===== config.mk =====
export PLATFORM = sky130hd
export DESIGN_NAME = evcnt_bank
export DESIGN_NICKNAME = d
export VERILOG_FILES = /design/src/rtl/evcnt_pkg.sv /design/src/rtl/evcnt_event_sense.sv /design/src/rtl/evcnt_count.sv /design/src/rtl/evcnt_readout.sv /design/src/rtl/evcnt_bank.sv
export SDC_FILE = /design/constraint.sdc
export NUM_CORES = 2
export LEC_CHECK = 0
export BUFFER_PORTS_ARGS = -buffer_cell sky130_fd_sc_hd__clkbuf_2
export CORE_UTILIZATION = 30
export DETAILED_ROUTE_END_ITERATION = 8
export PLACE_DENSITY = 0.45
export SYNTH_ARGS = -nofsm -noshare
export SYNTH_HDL_FRONTEND = slang
export SYNTH_SLANG_ARGS = --single-unit

===== constraint.sdc =====
create_clock -name clk -period 4.1 [get_ports clk]
set_input_delay 0.41 -clock clk [delete_from_list [all_inputs] [get_ports clk]]
set_output_delay 0.41 -clock clk [all_outputs]
set_load 0.01 [all_outputs]

===== src/rtl/evcnt_pkg.sv =====
`timescale 1ns/1ps
package evcnt_pkg;
  localparam logic [11:0] OFS_CTRL = 12'h108;
  localparam logic [11:0] OFS_CFG0 = 12'h10C;
  localparam logic [11:0] OFS_SEL  = 12'h12C;
  localparam logic [11:0] OFS_WLO  = 12'h130;
  localparam logic [11:0] OFS_WHI  = 12'h134;

  localparam int CTRL_EN_B  = 0;
  localparam int CTRL_GO_B  = 1;
  localparam int CTRL_CLR_B = 4;
  localparam int CFG_W      = 12;

  // bit 11: edge mode, bit 10: active-high, bits 9:0: event id
  typedef struct packed {
    logic       edge_mode;
    logic       pol_hi;
    logic [9:0] ev_id;
  } ctr_cfg_t;
endpackage


===== src/rtl/evcnt_event_sense.sv =====
`timescale 1ns/1ps
module evcnt_event_sense
  import evcnt_pkg::*;
#(
  parameter int EVT_N = 512
) (
  input  logic             clk,
  input  logic             rst_n,
  input  logic [EVT_N-1:0] evt_in,
  input  ctr_cfg_t         cfg,
  output logic             hit
);
  localparam int IX_W = (EVT_N > 1) ? $clog2(EVT_N) : 1;

  logic [IX_W-1:0] ix;
  logic            in_range;
  logic            act;
  logic            prev_q;

  assign ix       = IX_W'(cfg.ev_id);
  assign in_range = 32'(cfg.ev_id) < 32'(EVT_N);
  // active level after polarity, forced off for ids outside the vector
  assign act      = in_range & (evt_in[ix] ~^ cfg.pol_hi);

  always_ff @(posedge clk or negedge rst_n) begin
    if (!rst_n) prev_q <= 1'b0;
    else        prev_q <= act;
  end

  assign hit = cfg.edge_mode ? (act & ~prev_q) : act;
endmodule


===== src/rtl/evcnt_count.sv =====
`timescale 1ns/1ps
module evcnt_count #(
  parameter int CTR_W = 64
) (
  input  logic             clk,
  input  logic             rst_n,
  input  logic             clr,
  input  logic             inc,
  output logic [CTR_W-1:0] cnt
);
  always_ff @(posedge clk or negedge rst_n) begin
    if (!rst_n)   cnt <= '0;
    else if (clr) cnt <= '0;
    else if (inc) cnt <= cnt + CTR_W'(1);
  end
endmodule


===== src/rtl/evcnt_readout.sv =====
`timescale 1ns/1ps
module evcnt_readout #(
  parameter int NUM_CTR  = 8,
  parameter int CTR_W    = 64,
  parameter int SEL_BASE = 8
) (
  input  logic                          clk,
  input  logic                          rst_n,
  input  logic                          sel_wr,
  input  logic [31:0]                   sel_val,
  input  logic [NUM_CTR-1:0][CTR_W-1:0] cnt_all,
  output logic [31:0]                   sel_q,
  output logic                          sel_ok,
  output logic [63:0]                   snap
);
  localparam int CIX_W = (NUM_CTR > 1) ? $clog2(NUM_CTR) : 1;

  logic [31:0]      off;
  logic             ok;
  logic [CIX_W-1:0] idx;

  assign off = sel_val - 32'(SEL_BASE);
  assign ok  = off < 32'(NUM_CTR);
  assign idx = off[CIX_W-1:0];

  always_ff @(posedge clk or negedge rst_n) begin
    if (!rst_n) begin
      sel_q  <= '0;
      sel_ok <= 1'b0;
      snap   <= '0;
    end else if (sel_wr) begin
      sel_q  <= sel_val;
      sel_ok <= ok;
      snap   <= ok ? 64'(cnt_all[idx]) : 64'd0;
    end
  end
endmodule


===== src/rtl/evcnt_bank.sv =====
`timescale 1ns/1ps
module evcnt_bank
  import evcnt_pkg::*;
#(
  parameter int NUM_CTR  = 8,
  parameter int CTR_W    = 64,
  parameter int EVT_N    = 512,
  parameter int SEL_BASE = 8
) (
  input  logic             clk,
  input  logic             rst_n,
  input  logic             bus_wr,
  input  logic             bus_rd,
  input  logic [11:0]      bus_addr,
  input  logic [31:0]      bus_wdata,
  output logic [31:0]      bus_rdata,
  output logic             bus_rvalid,
  input  logic [EVT_N-1:0] evt_in
);
  logic wr_ctrl, clr_now, sel_wr;
  logic en_q, go_q, run_q;
  ctr_cfg_t [NUM_CTR-1:0]          cfg_q;
  logic [NUM_CTR-1:0][CTR_W-1:0]   cnt_all;
  logic [NUM_CTR-1:0]              hit;
  logic [31:0]                     sel_q;
  logic                            sel_ok;
  logic [63:0]                     snap;
  logic [31:0]                     rd_mux;

  assign wr_ctrl = bus_wr && (bus_addr == OFS_CTRL);
  assign clr_now = wr_ctrl && bus_wdata[CTRL_CLR_B];
  assign sel_wr  = bus_wr && (bus_addr == OFS_SEL);
  assign run_q   = en_q & go_q;

  always_ff @(posedge clk or negedge rst_n) begin
    if (!rst_n) begin
      en_q <= 1'b0;
      go_q <= 1'b0;
    end else if (wr_ctrl) begin
      en_q <= bus_wdata[CTRL_EN_B];
      go_q <= bus_wdata[CTRL_GO_B];
    end
  end

  always_ff @(posedge clk or negedge rst_n) begin
    if (!rst_n) begin
      cfg_q <= '0;
    end else begin
      for (int i = 0; i < NUM_CTR; i++) begin
        if (bus_wr && (bus_addr == OFS_CFG0 + 12'(4*i)))
          cfg_q[i] <= ctr_cfg_t'(bus_wdata[CFG_W-1:0]);
      end
    end
  end

  for (genvar g = 0; g < NUM_CTR; g++) begin : g_ctr
    evcnt_event_sense #(.EVT_N(EVT_N)) u_sense (
      .clk    (clk),
      .rst_n  (rst_n),
      .evt_in (evt_in),
      .cfg    (cfg_q[g]),
      .hit    (hit[g])
    );
    evcnt_count #(.CTR_W(CTR_W)) u_cnt (
      .clk   (clk),
      .rst_n (rst_n),
      .clr   (clr_now),
      .inc   (run_q & hit[g]),
      .cnt   (cnt_all[g])
    );
  end

  evcnt_readout #(.NUM_CTR(NUM_CTR), .CTR_W(CTR_W), .SEL_BASE(SEL_BASE)) u_rdout (
    .clk     (clk),
    .rst_n   (rst_n),
    .sel_wr  (sel_wr),
    .sel_val (bus_wdata),
    .cnt_all (cnt_all),
    .sel_q   (sel_q),
    .sel_ok  (sel_ok),
    .snap    (snap)
  );

  always_comb begin
    rd_mux = '0;
    unique case (bus_addr)
      OFS_CTRL: rd_mux = 32'({go_q, en_q});
      OFS_SEL:  rd_mux = sel_q;
      OFS_WLO:  rd_mux = snap[31:0];
      OFS_WHI:  rd_mux = snap[63:32];
      default: begin
        for (int i = 0; i < NUM_CTR; i++) begin
          if (bus_addr == OFS_CFG0 + 12'(4*i)) rd_mux = 32'(cfg_q[i]);
        end
      end
    endcase
  end

  always_ff @(posedge clk or negedge rst_n) begin
    if (!rst_n) begin
      bus_rdata  <= '0;
      bus_rvalid <= 1'b0;
    end else begin
      bus_rvalid <= bus_rd;
      if (bus_rd) bus_rdata <= rd_mux;
    end
  end
endmodule


* Word-level counts from Yosys, hierarchy flattened
Index checks and enable logic that the tools add are counted.
** Storage, ports and cells
- Register bits :: 747
- Input bits :: 560
- Output and inout bits :: 33
- Word-level logic and storage cells :: 197
** Cells by class
- Multiplexer cells :: 52
- Reductions and logical operators :: 19
- Order comparisons :: 18
- $add $sub $neg :: 9
- Eq/ne operators :: 12
- Bitwise gates (word level) :: 41
** Operators with widths (count)
- 64-bit 2-to-1 mux :: 18
- 64-bit by 1-bit adder with 64-bit output (second input constant) :: 8
- 32-bit 2-to-1 mux :: 7
- 64-bit binary-select mux with 3-bit select :: 1
- 12-bit by 9-bit equality test with 1-bit output (second input constant) :: 12
- 32-bit case mux with 4 select lines :: 1
- 10-bit less-than comparator (second input constant) :: 8
- 9-bit by 10-bit less-than comparator with 1-bit output (second input constant) :: 8
- 1-bit binary-select mux with 9-bit select :: 8
- 32-bit by 4-bit less-than comparator with 1-bit output (second input constant) :: 1
- 32-bit by 4-bit subtractor with 32-bit output (second input constant) :: 1
- 1-bit AND :: 25
- 1-bit 2-to-1 mux :: 16
- 2-bit nonzero test :: 8
- 12-bit 2-to-1 mux :: 1
- 1-bit logical AND :: 11
- 1-bit inverter :: 8
- 1-bit XNOR :: 8
- 3-bit by 4-bit less-than comparator with 1-bit output (second input constant) :: 1

* Depth between registers and ports, before layout
- Word-level depth :: 10
- Mapped depth :: 19
- Depth with buffers taken out :: 10

* Modules after synthesis
From an unflattened synthesis, not the netlist that was laid out.
** Second synthesis, totals
- Cells, all modules :: 7199
- Area total of the unflattened synthesis :: 78089.9 um^2
** Modules (own cells, without submodules)
- evcnt_event_sense :: seq. area each 25.0 um^2, cells each 369, times used 8, area an instance 4377.9 um^2
- evcnt_count :: seq. area each 1601.5 um^2, cells each 379, times used 8, area an instance 3460.8 um^2
- evcnt_readout :: seq. area each 2427.3 um^2, cells each 635, times used 1, area an instance 8494.4 um^2
- evcnt_bank :: seq. area each 3278.1 um^2, cells each 580, times used 1, area an instance 6885.4 um^2

* Worst setup path after synthesis
No wires, ideal clock.
- Kind :: flip-flop to flip-flop
- Start point :: register cfg_q[72] (netlist bit)
- End point :: register g_ctr[6].u_cnt.cnt[36]
- Path buffers :: 7
- Required time :: 3.964 ns
- Cell stages (with the launch flop) :: 18
- Path slack :: 0.339 ns
- Setup time :: 0.136 ns
- Period minus slack after synthesis :: 3.761 ns
- Data arrival time :: 3.624 ns
- Cells stage by stage :: dfrtp_1 > buf_2 > buf_6 > buf_6 > buf_4 > mux2i_1 > a22oi_1 > a311oi_1 > nand3_1 > nor3b_1 > nor4_1 > or3_1 > buf_4 > a21o_1 > buf_6 > buf_2 > o41ai_1 > a21oi_1
** On the way
- Longest elaborated chain between the ends :: 8
- Elaborated cells between the ends (all ways) :: 9
- Classes of those cells :: order compare (1); mux (3); bitwise (4); reduce/logical (1)
** RTL lines
- from (decl) :: RTL line evcnt_bank.sv:22 : ctr_cfg_t [NUM_CTR-1:0] cfg_q;
- from (signal, indexed assignment) :: RTL line evcnt_bank.sv:51 : cfg_q[i] <= ctr_cfg_t'(bus_wdata[CFG_W-1:0]);
- 1-bit binary-select mux with 9-bit select :: RTL line evcnt_event_sense.sv:23 : assign act = in_range & (evt_in[ix] ~^ cfg.pol_hi);
- 1-bit 2-to-1 mux (implied by the code) :: RTL line evcnt_event_sense.sv:23
- 1-bit XNOR :: RTL line evcnt_event_sense.sv:23
- 1-bit AND (*) :: RTL line evcnt_event_sense.sv:23
- 1-bit AND :: RTL line evcnt_event_sense.sv:30 : assign hit = cfg.edge_mode ? (act & ~prev_q) : act;
- 1-bit 2-to-1 mux (*) :: RTL line evcnt_event_sense.sv:30
- 1-bit AND (*) :: RTL line evcnt_bank.sv:68 : .inc (run_q & hit[g]),
- 2-bit nonzero test (no line) (*)
- to (signal assigned) :: RTL line evcnt_count.sv:14 : else if (inc) cnt <= cnt + CTR_W'(1);
- to (decl) :: RTL line evcnt_count.sv:9 : output logic [CTR_W-1:0] cnt
Mark *: on every way between the ends. The rest lies on a longest branch, timed or not. The select of a mux whose other input is x is not followed.
A chain may end at the register's enable or synchronous reset.

* Final worst setup path
- Start point :: register cfg_q[76] (netlist bit)
- End point :: register g_ctr[6].u_cnt.cnt[47]
The elaborated chain is that of the path after synthesis.

==> impl_results.md <==
- Number of slew-limit violations in the final report: 0
- Number of global-route vias before repair: 81529
- Combinational Power Share: 21.8%
- Cell-internal power: 13.79 mW
- Clock Path Buffers: 3
- Die Y-Extent: between 500 and 600 um
- Worst hold-check path type: input port to flop
- Signed area change from the synthesized netlist to the final layout: 45.05%
- Initial core utilization: 30.31%
- Fin Setup TNS: -104.30 ns
- Final weighted congestion of routability-driven global placement: 1.065
- Cells after Synth: 7421
- Number of warnings reported in the yosys synthesis log: 0
- Detailed placer's ending HPWL: 399.0 mm
- Pre-CTS setup slack: -1.699 ns
- Clock latency on the worst-skew pair: 0.73 ns
- Via density: 6.630
- Failing checks: setup timing
- Average footprint of a synthesized cell: 10.30 um2
- EDFF count, synth: 0
- Detail-routed net length per standard cell: 40.77 um
- Switching share of power: a little under a third
- Fin Clk Skew: about 0.045 ns
- Final hold violation count: 0
- DRT Pass-1 Iters: 8
- First-iteration detailed-routing DRC count: 11439
- CP endpoint kind: flop
- Outcome: finished with violations
- Max-cap viol count: 0
- Seq cells post-synth: 747
- Final-report setup violation count: 452
- Reg2reg start: cfg_q[76]$_DFFE_PN0P_
- Die boundary width: approximately 500 um
- Sequential element share of the synthesized area: 24.45%
- Max FO, Critical Path: 10
- Maximum number of pins on one net before global-route repair: 140
- Count of non-filler cells in the finished layout: 13068
- Vias: just under 90000
- Main flop type after synthesis: dfrtp_1
- Number of nets in the final layout: 10145
- Transition time of the tightest slew-check pin: 1.362 ns
- Relative slew slack: 9.197%
- Core outline area: 0.2523 mm2
- Sequential share of power: a little under two fifths
- Endpoint of the worst register-to-register path: g_ctr[6].u_cnt.cnt[47]$_DFFE_PN0P_
- Power density over cell area: 179.4 mW/mm2
- Number of design rule violations left after detail routing: 0
- Critical path data arrival time: 5.23 ns
- Length in cells of the worst reg-to-reg path: 14
- Antenna Nets Post-Route: 0
- Clk sink count: 747
- Setup crit start kind: flop
- Overall track demand over capacity in global routing: 38.80%
- Share of final-layout standard cells stronger than drive strength 1: 49.47%
- Hold-critical path endpoint: u_rdout.sel_q[15]$_DFFE_PN0P_
- Min-Delay Path Depth: 2
- Static leakage power: 42.38 nW
- Number of instances in the placed design: 12437
- Detailed-route wire length: 532.7 mm
- First-pass GRT wire length: 695.3 mm
- Fraction of power consumed by the clock network: 40.5%
- Async SR Flop Fraction: 100.0%
- Peak ir drop on the vdd network: 0.0002813 V
- Post-synthesis net count: 7990
- Unrepaired setup endpoints after global routing: yes
- Hold path startpoint: bus_wdata[15]
- Reg-to-reg slack, setup: -0.50 ns
- Final period demand of the worst path: 4.597 ns
- Clk slew on worst S/H paths: 0.06 ns
- Share of the cycle needed by the critical path after routing: 112.1%
- Die area: between 0.2 and 0.3 mm2
- Minimum setup slack in the final design: -0.4965 ns
- Total congestion overflow: 0
- Number of distinct standard cells referenced by the synthesized netlist: 91
- Data required time of the worst path: 4.73 ns
- Placement row count: 184
- TritonCTS clock tree: yes
- Power spent charging and discharging nets: 6.111 mW
- I/O Pins: 593
- CTS buffer count: 92
- Total of fill cells in the finished design: ~24000
- Fmax achieved: 217.6 MHz
- Startpoint-to-endpoint class of the critical path: flop to flop
- Input/output buffers: around 590
- CTS HTree Levels: 3
- Synth Cell Area: approximately 0.076 mm2
- CTS root buf: clkbuf_16
- Initial antenna violation count: 133
==> logic make-up (layout without fill, tap and decap cells) <==
| kind of cell | Yosys count | after routing | share of synthesized area, % |
|---|---|---|---|
| other | 0 | 79 | 0 |
| multiplexers | 1858 | 1858 | 38.99 |
| buffers and inverters | 822 | 3034 | 5.224 |
| AO/OA/AOI/OAI | 1624 | 1624 | 14.21 |
| adder cells (fa/ha/maj) | 9 | 9 | 0.1473 |
| flip-flops | 747 | 747 | 24.45 |
| AND/OR/NAND/NOR | 2236 | 2244 | 15.55 |
| XOR/XNOR | 125 | 125 | 1.432 |
==> cell usage after synthesis, types with 48 or more instances <==
cell      count  area share (%)
nor3_1       55            0.36
a22oi_1     256             2.5
or3_1       121            0.99
nand2_1     593             2.9
dfrtp_1     747              24
o22ai_1      74            0.61
and2_1       72            0.59
o31ai_1     110             1.1
clkbuf_1    370             1.8
or4_1       132             1.3
nand4_1     145             1.2
mux2i_1     839              11
o21ai_0     239             1.6
inv_1       141            0.69
and3_1      141             1.2
a31oi_1      48            0.39
nand2b_1     57            0.47
mux4_2      883              26
buf_2       120            0.79
a21oi_1     428             2.8
nor2_1      285             1.4
xnor2_1      82            0.94
a221oi_1     52            0.60
nor2b_1      68            0.56
nand3_1     322             2.1
mux2_2      136             2.0
buf_6        49            0.72
buf_1        59            0.29
nor4_1       73            0.60
buf_4        65            0.64
==> flip-flops by register name (all words and copies together) (netlist names) <==
register / flops
g_ctr.u_sense.prev_q: 8
bus_rdata: 32
u_rdout.snap: 64
u_rdout.sel_q: 32
g_ctr.u_cnt.cnt: 512
bus_rvalid: 1
en_q: 1
go_q: 1
cfg_q: 96
==> layout make-up <==
class / instances / area (um2) / share of cell area (%)
Clock inverter: 18 / 151.4 / 0.1365
Sequential cell: 747 / 18770 / 16.93
Inverter: 145 / 548.0 / 0.4941
Timing Repair Buffer: 2730 / 24990 / 22.53
Tap cell: 3348 / 4189 / 3.777
Antenna cell: 79 / 197.7 / 0.1782
Clock buffer: 141 / 2678 / 2.414
Multi-Input combinational cell: 5860 / 59390 / 53.54
==> cell usage in the layout, fill, tap and decap left out, drive strengths merged, types with 133 or more instances in the layout <==
cell	instances
nand4	145
and3	141
a21oi	428
nand2	593
o21ai	256
or4	133
a22oi	256
inv	143
mux2	136
buf	2075
clkbuf	779
mux4	883
nand3	322
dfrtp	747
nor2	286
mux2i	839
==> what timing repair did <==
item                                   4_1_cts  5_1_grt
hold buffers                                13        0
buffers inserted                            65      275
endpoints found under the hold margin       69        0
setup endpoints to repair                  515      492
pin swaps                                  150      503
resized for setup                          394     1028
cloned                                      23       59
==> stage by stage <==
step	hold slack (ns)	instance area, um2	power (mW)	utilization [%]
4_1_cts	0.01193	102400	19.65	40.59
2_1_floorplan	0.1144	76470	8.966	-
3_5_place_dp	0.4661	96480	11.49	38.24
5_1_grt	0.02402	110900	20.31	43.94
6_report	0.02324	110900	19.90	43.96
3_3_place_gp	0.4562	96440	11.48	38.22
==> power by group through the flow <==
stage / clock (mW) / combinational, mW / sequential, mW
final: 8.06 / 4.33 / 7.51
after global routing: 8.41 / 4.39 / 7.51
after CTS: 8.15 / 4.00 / 7.50
after detailed placement: 0 / 3.86 / 7.63
after global placement: 0 / 3.85 / 7.63
after floorplan: 0 / 1.36 / 7.60
==> worst max-delay path, stage by stage, from the launching register on <==
cell	delay, ns
dfrtp_2	0.53
buf_12	0.21
buf_4	0.16
nor2_1	0.70
o2111ai_1	0.23
and4_1	0.32
a41o_1	0.28
nor4_4	0.54
o21ai_2	0.17
buf_12	0.19
buf_4	0.16
a2111oi_4	0.32
buf_4	0.19
or3b_1	0.34
a21oi_1	0.13
==> per-layer routing <==
layer	share of wire, %	global-route usage (%)	vias to the layer above
met3	11	12.26	1697
met5	0.079	0.01852	-
met4	9.2	28.09	60
li1	-	-	34263
met1	37	47.30	44697
met2	43	57.65	5919
==> how the worst max path moves through the flow <==
stage                          startpoint                            endpoint  slack [ns]  cells past startpoint
finish              cfg_q[76]$_DFFE_PN0P_  g_ctr[6].u_cnt.cnt[47]$_DFFE_PN0P_       -0.50                     14
global route        cfg_q[72]$_DFFE_PN0P_  g_ctr[6].u_cnt.cnt[36]$_DFFE_PN0P_       -0.42                     15
CTS                 cfg_q[72]$_DFFE_PN0P_  g_ctr[6].u_cnt.cnt[57]$_DFFE_PN0P_       -0.39                     14
detailed placement  cfg_q[84]$_DFFE_PN0P_  g_ctr[7].u_cnt.cnt[55]$_DFFE_PN0P_       -1.70                     15
global placement    cfg_q[84]$_DFFE_PN0P_  g_ctr[7].u_cnt.cnt[53]$_DFFE_PN0P_       -2.26                     12
floorplan           cfg_q[72]$_DFFE_PN0P_  g_ctr[6].u_cnt.cnt[36]$_DFFE_PN0P_        0.34                     17
No activity file was read; power rests on OpenSTA's default activity.
